**src/rtl/exc_pkg.sv**
```systemverilog
`timescale 1ns/100ps
package exc_pkg;
  localparam int NFAULT  = 8;
  localparam int CAUSE_W = 4;
  localparam int NSLOT   = 4;

  // bit positions inside the per-instruction fault vector, earliest stage lowest
  localparam int B_IPAGE = 0;
  localparam int B_UNDEF = 3;
  localparam int B_ARITH = 4;
  localparam int B_DPAGE = 5;

  // cause = 1 + index of the lowest set bit; 0 when the vector is clean
  function automatic logic [CAUSE_W-1:0] first_cause(input logic [NFAULT-1:0] s);
    logic [CAUSE_W-1:0] c;
    c = '0;
    for (int i = NFAULT - 1; i >= 0; i--) begin
      if (s[i]) c = CAUSE_W'(i + 1);
    end
    return c;
  endfunction
endpackage

```
**src/rtl/exc_stage_slot.sv**
```systemverilog
`timescale 1ns/100ps
module exc_stage_slot
  import exc_pkg::*;
#(
  parameter int PC_W = 32
) (
  input  logic              clk,
  input  logic              rst_n,
  input  logic              flush,
  input  logic              in_valid,
  input  logic [PC_W-1:0]   in_pc,
  input  logic [NFAULT-1:0] in_status,
  input  logic [NFAULT-1:0] inject,
  output logic              out_valid,
  output logic [PC_W-1:0]   out_pc,
  output logic [NFAULT-1:0] out_status
);
  logic [NFAULT-1:0] merged;
  assign merged = in_valid ? (in_status | inject) : '0;

  always_ff @(posedge clk or negedge rst_n) begin
    if (!rst_n) begin
      out_valid  <= 1'b0;
      out_pc     <= '0;
      out_status <= '0;
    end else if (flush) begin
      out_valid  <= 1'b0;
      out_pc     <= '0;
      out_status <= '0;
    end else begin
      out_valid  <= in_valid;
      out_pc     <= in_pc;
      out_status <= merged;
    end
  end


  slot_flushed_chk: assert property (@(posedge clk) disable iff (!rst_n)
    flush |=> !out_valid);
endmodule

```
**src/rtl/exc_cause_enc.sv**
```systemverilog
`timescale 1ns/100ps
module exc_cause_enc
  import exc_pkg::*;
(
  input  logic [NFAULT-1:0]  status,
  output logic               any,
  output logic [CAUSE_W-1:0] code
);
  assign any  = |status;
  assign code = first_cause(status);
endmodule

```
**src/rtl/exc_precise_track.sv**
```systemverilog
`timescale 1ns/100ps
module exc_precise_track
  import exc_pkg::*;
#(
  parameter int              PC_W       = 32,
  parameter logic [PC_W-1:0] HANDLER_PC = 'h80
) (
  input  logic               clk,
  input  logic               rst_n,
  input  logic               fe_valid,
  input  logic [PC_W-1:0]    fe_pc,
  input  logic [2:0]         fe_fault,
  input  logic               dec_fault,
  input  logic               alu_fault,
  input  logic [2:0]         mem_fault,
  input  logic               st_req,
  input  logic               rf_req,
  output logic               st_en,
  output logic               rf_en,
  output logic               flush,
  output logic               trap_valid,
  output logic [PC_W-1:0]    trap_epc,
  output logic [CAUSE_W-1:0] trap_cause,
  output logic [PC_W-1:0]    redir_pc
);
  // index 0 is the fetch input, 1..NSLOT are decode, execute, memory, writeback
  logic              sv  [0:NSLOT];
  logic [PC_W-1:0]   spc [0:NSLOT];
  logic [NFAULT-1:0] sst [0:NSLOT];
  logic [NFAULT-1:0] inj [0:NSLOT-1];

  assign sv[0]  = fe_valid;
  assign spc[0] = fe_pc;
  assign sst[0] = '0;

  // strobe for the stage the instruction occupies before the next edge
  assign inj[0] = NFAULT'(fe_fault)  << B_IPAGE;
  assign inj[1] = NFAULT'(dec_fault) << B_UNDEF;
  assign inj[2] = NFAULT'(alu_fault) << B_ARITH;
  assign inj[3] = NFAULT'(mem_fault) << B_DPAGE;

  // named events for the checks
  logic              wb_bad;
  logic              mem_clean;
  logic [PC_W-1:0]   wb_pc;
  logic [CAUSE_W-1:0] wb_code;

  generate
    for (genvar k = 0; k < NSLOT; k++) begin : g_slot
      exc_stage_slot #(.PC_W(PC_W)) u_slot (
        .clk        (clk),
        .rst_n      (rst_n),
        .flush      (wb_bad),
        .in_valid   (sv[k]),
        .in_pc      (spc[k]),
        .in_status  (sst[k]),
        .inject     (inj[k]),
        .out_valid  (sv[k+1]),
        .out_pc     (spc[k+1]),
        .out_status (sst[k+1])
      );
    end
  endgenerate

  logic wb_any;
  exc_cause_enc u_enc (
    .status (sst[NSLOT]),
    .any    (wb_any),
    .code   (wb_code)
  );

  assign wb_bad    = sv[NSLOT] & wb_any;
  assign wb_pc     = spc[NSLOT];
  assign mem_clean = sv[NSLOT-1] & ~|(sst[NSLOT-1] | inj[NSLOT-1]);

  assign flush    = wb_bad;
  assign st_en    = st_req & mem_clean & ~wb_bad;
  assign rf_en    = rf_req & sv[NSLOT] & ~wb_any;
  assign redir_pc = HANDLER_PC;

  always_ff @(posedge clk or negedge rst_n) begin
    if (!rst_n) begin
      trap_valid <= 1'b0;
      trap_epc   <= '0;
      trap_cause <= '0;
    end else begin
      trap_valid <= wb_bad;
      if (wb_bad) begin
        trap_epc   <= wb_pc;
        trap_cause <= wb_code;
      end
    end
  end


  trap_follow_chk: assert property (@(posedge clk) disable iff (!rst_n)
    flush |=> trap_valid && trap_epc == $past(wb_pc));

  trap_gap_chk: assert property (@(posedge clk) disable iff (!rst_n)
    trap_valid |-> !flush);

  cause_nz_chk: assert property (@(posedge clk) disable iff (!rst_n)
    trap_valid |-> (trap_cause != 0 && trap_cause <= CAUSE_W'(NFAULT)));

  rf_guard_chk: assert property (@(posedge clk) disable iff (!rst_n)
    rf_en |-> !flush);

  st_guard_chk: assert property (@(posedge clk) disable iff (!rst_n)
    st_en |-> !flush);
endmodule

```
**config.mk**
```make
export PLATFORM = sky130hd
export DESIGN_NAME = exc_precise_track
export DESIGN_NICKNAME = d
export VERILOG_FILES = /design/src/rtl/exc_pkg.sv /design/src/rtl/exc_stage_slot.sv /design/src/rtl/exc_cause_enc.sv /design/src/rtl/exc_precise_track.sv
export SDC_FILE = /design/constraint.sdc
export NUM_CORES = 1
export LEC_CHECK = 0
export BUFFER_PORTS_ARGS = -buffer_cell sky130_fd_sc_hd__buf_2
export CAP_MARGIN = 20
export CORE_MARGIN = 2
export CORE_UTILIZATION = 55
export CTS_CLUSTER_DIAMETER = 150
export CTS_CLUSTER_SIZE = 40
export DETAILED_ROUTE_END_ITERATION = 10
export PLACE_DENSITY = 0.83
export SYNTH_ARGS = -nofsm -noshare
export SYNTH_HDL_FRONTEND = slang
export SYNTH_SLANG_ARGS = --single-unit
```
**constraint.sdc**
```tcl
create_clock -name clk -period 2.98 [get_ports clk]
set_input_delay 0.149 -clock clk [delete_from_list [all_inputs] [get_ports clk]]
set_output_delay 0.149 -clock clk [all_outputs]
set_load 0.05 [all_outputs]
```
; ---- Word-level counts from Yosys, hierarchy flattened
; Cells that the tools add are included.
; W data, S select, Z words.
[word_totals]
regBits = 201
out_inout_bits = 72
[classes]
reduce_logical = 3
bitwise = 11
n_mux = 24
[op_table]
columns = operator, count
row1 = $mux W32, 4
row2 = $mux W8, 7
row3 = $mux W4, 8
row4 = $reduce_or A8 Y1, 2
row5 = $or A8 B4 Y8, 1
row6 = $or A8 B5 Y8, 1
row7 = $or A8 B8 Y8, 1
row8 = $and A1 B1 Y1, 6
row9 = $mux W1, 4
row10 = $mux W3, 1
row11 = $not A1 Y1, 2
row12 = $logic_not A1 Y1, 1

; ---- Logic depth before layout (Yosys ltp)
[logic_depth]
word_depth = 8
ltp_mapped = 5
ltp_nobuf = 4

; ---- By module
; From an unflattened synthesis, not the netlist that was laid out.
[unflattened]
cells_unflattened = 513
area_unflattened_um2 = 7277.0
[modules_own_cells]
columns = mod, cells_per_inst, area_each_um2, instances
row1 = exc_stage_slot, 95, 1351.3, 4
row2 = exc_precise_track, 119, 1783.0, 1
row3 = exc_cause_enc, 14, 88.8, 1

; ---- Least setup slack after synthesis
; Ideal clock, no wire load.
[synth_path]
kind = reg-to-output
startpoint = register g_slot[3].u_slot.out_status[4]
endpoint = output port rf_en
path_stages_with_launch = 3
t_required_ns = 2.831
arrival_time_ns = 2.460
path_slack_ns = 0.371
cell_sequence = dfrtp_1 -> or4_4 -> nor4_1
[synth_via]
elab_chain_cells = 3
[synth_rtl]
columns = element, line
row1 = start: declaration, exc_stage_slot.sv:16  ; output logic [NFAULT-1:0] out_status
row2 = start signal: assignment, exc_stage_slot.sv:33  ; out_status <= merged;
row3 = $reduce_or A8 Y1, exc_cause_enc.sv:9  ; assign any = |status;
row4 = $not A1 Y1, exc_precise_track.sv:78  ; assign rf_en = rf_req & sv[NSLOT] & ~wb_any;
row5 = $and A1 B1 Y1, exc_precise_track.sv:78
row6 = end: declaration, exc_precise_track.sv:19  ; output logic rf_en,
; Every way passes these cells.

; ---- Worst setup path in the final report
[layout_path]
startpoint = register g_slot[3].u_slot.out_status[4]
endpoint = output port flush
[layout_via]
elab_chain_cells = 2
[layout_rtl]
columns = element, line
row1 = $reduce_or A8 Y1, exc_cause_enc.sv:9
row2 = $and A1 B1 Y1, exc_precise_track.sv:72  ; assign wb_bad = sv[NSLOT] & wb_any;
row3 = end: declaration, exc_precise_track.sv:20  ; output logic flush,
; Every way passes these cells.

==> results.cfg <==
[global_routing]
grt_antenna_before_repair = 0
grt_pass1_vias = 3473
grt_pass1_wl_microns = 16500
grt_overflow_total = 0
grtUsageTotal_pct = 16.9
grt_max_degree = 150

[synth]
synth_area_leaders = dfrtp_1 (72%), and2_1 (13%), mux2_2 (5.5%)
ys_seq_elements = 189
synth.distinct_cells = 24
ys_warn_count = 0
netlist_instances = 456
synth_largest_area_cell = dfrtp_1
syn-cell-area_sq_um = 6570
yosysSeqAreaShare_pct = 71.9
syn_area_per_cell_sq_um = 14.4
synth_top_area_share_pct = 71.9

[power]
power.density_nw_per_um2 = 1050
p_leak_nw = 3.99
vdd_drop_max_v = 0.000416
power_mw = 8.39

[timing]
clock.fmax_mhz = 373
final.min_clock_period_ns = 2.68
setup_viol = 0
tightest_slew_ns = 0.920
slew_violations = 0
finalHoldViolations = 0
grt_setup_unrepaired = no
slew_headroom_pct = 38.7
clock-skew-final_ns = 0.00789
min_period_over_period_pct = 89.8
setup_tns_ns = 0

[setup_path]
critPathMaxStageDelay_ns = 0.59
crit_chain = or4_4, o31ai_4, buf_4, inv_1, buf_2
rrSetupSlack_ns = 0.66
critPathBufInv = 3
setup.worst_path.end_class = output port
crit_type = flip-flop to output port
slowest_stage = or4_4
crit_family = buffers and inverters
cp_max_fo = 39
arrival_ns = 2.53
critPathLaunchType = flip-flop
cp.required_ns = 2.83

[clocking]
clk_pin_slew_ns = 0.07
cts_tree = built
htreeDepth = 4
cts_root_buf = clkbuf_16
cts_hold_buffers = 42
clockBufferDepth = 2
clkSinkCount = 189
cts_buffers = 17
clk_latency_ns = 0.42
ctsResizeCount = 0
cts_post_setup_buffers_inserted = 0

[die]
die_y_microns = 113
pin_count = 117
start_util_pct = 56.8
die_area_sq_um = 12800
coreArea_sq_um = 11600
rows = 39
die_x_microns = 113

[layout]
n_antenna_cell = 0
finalInstanceArea_sq_um = 7990
final_common_cell = dfrtp_1
mostFrequentLayoutCells = dfrtp_1 (189), and2_1 (132), buf_2 (83), dlygate4sd3_1 (42)
final_util_pct = 69.1
syn_to_final_growth_pct = 21.6
fin_cells = 738
nets = 628
drive_above_1_share_pct = 25.7

[placed_design]
placed_area_sq_um = 7000
place_congestion = 0.693
portBuffers = 84
dp_hpwl_microns = 5510
dp.cells = 665

[route]
drtAntennaViolNets = 0
viasPerCell = 4.52
vias = 3338
wl_microns = 9670
route.detailed.drc = 0
drt_iter0_drc = 257
first_pass_iters = 4
routedWlPerCell_microns = 13.1

[flow_run]
maxCapViolCount = 0

[min_path]
hold_class = flip-flop to flip-flop

[run_status]
status = complete, no violations
report_power, final:
| part | internal [mW] | leakage (nW) | switching [mW] |
|---|---|---|---|
| sequential | 3.51 | 2.37 | 0.312 |
| combinational | 0.902 | 1.35 | 1.55 |
| clock | 1.20 | 0.261 | 0.912 |
| total | 5.61 | 3.99 | 2.78 |
per-layer routing:
layer / track usage (%) / vias to the layer above / wire length [microns]
met3: 4.77 / 17 / 467
li1: - / 1633 / -
met2: 27.7 / 97 / 4800
met1: 20.8 / 1591 / 4200
met4: 8.54 / 0 / 213
met5: 0 / - / 0
final cells by class:
cell class / instances / area [sq um]
clock inverter: 11 / 111
tap: 143 / 179
multi-input combinational: 241 / 1600
fill: 795 / 3570
inverter: 4 / 15.0
sequential: 189 / 4730
timing repair buffer: 130 / 905
clock buffer: 20 / 457
stage by stage:
stage / setup slack [ns] / hold slack [ns]
final: 0.302 / 0.444
after global routing: 0.156 / 0.463
after CTS: 0.279 / 0.442
after detailed placement: 0.699 / 0.348
after global placement: 0.796 / 0.334
after floorplan: 0.371 / -0.147
cells in the mapped netlist:
| library cell | instances |
|---|---|
| or4b_2 | 1 |
| clkbuf_2 | 12 |
| nor2_1 | 2 |
| or3_1 | 1 |
| nand2_1 | 3 |
| a32o_1 | 1 |
| and2_1 | 132 |
| inv_1 | 4 |
| nor4_1 | 1 |
| buf_4 | 36 |
| dfrtp_1 | 189 |
| o31a_1 | 1 |
| clkbuf_1 | 3 |
| or4_4 | 1 |
| o31ai_1 | 1 |
| nor3_1 | 5 |
| o21a_1 | 1 |
| conb_1 | 2 |
| buf_2 | 1 |
| o31ai_4 | 1 |
| o21ai_0 | 2 |
| mux2_2 | 32 |
| and3_1 | 21 |
| a21oi_1 | 3 |
path summary, 6_finish.rpt:
check                      cells after the start                           start                           to
setup reg to reg                               4  g_slot[3].u_slot.out_status[4]                 trap_epc[29]
hold reg to reg                                1      g_slot[1].u_slot.out_pc[5]   g_slot[2].u_slot.out_pc[5]
hold / removal                                 1      g_slot[1].u_slot.out_pc[5]   g_slot[2].u_slot.out_pc[5]
max in group asynchronous                      3                           rst_n   g_slot[2].u_slot.out_pc[1]
min in group asynchronous                      2                           rst_n  g_slot[0].u_slot.out_pc[12]
setup / recovery                               5  g_slot[3].u_slot.out_status[4]                        flush
cell families after synthesis:
kind of cell / Yosys count / share of synthesized area [%]
AND/OR/NAND/NOR: 167 / 15.7
other: 2 / 0.114
buffers and inverters: 56 / 5.50
flip-flops: 189 / 71.9
multiplexers: 32 / 5.48
AO/OA/AOI/OAI: 10 / 1.22
flip-flops by register name, indices dropped and copies added (netlist names):
name / cells
g_slot.u_slot.out_pc: 128
g_slot.u_slot.out_status: 20
g_slot.u_slot.out_valid: 4
trap_cause: 4
trap_epc: 32
trap_valid: 1
worst reg2reg max path, delay by kind of cell, from the launching register on:
kind / cells / cell delay (ns)
multiplexers: 1 / 0.49
AO/OA/AOI/OAI: 1 / 0.33
AND/OR/NAND/NOR: 1 / 0.60
buffers and inverters: 1 / 0.38
flip-flops: 1 / 0.41
(Power assumes the default switching activity.)
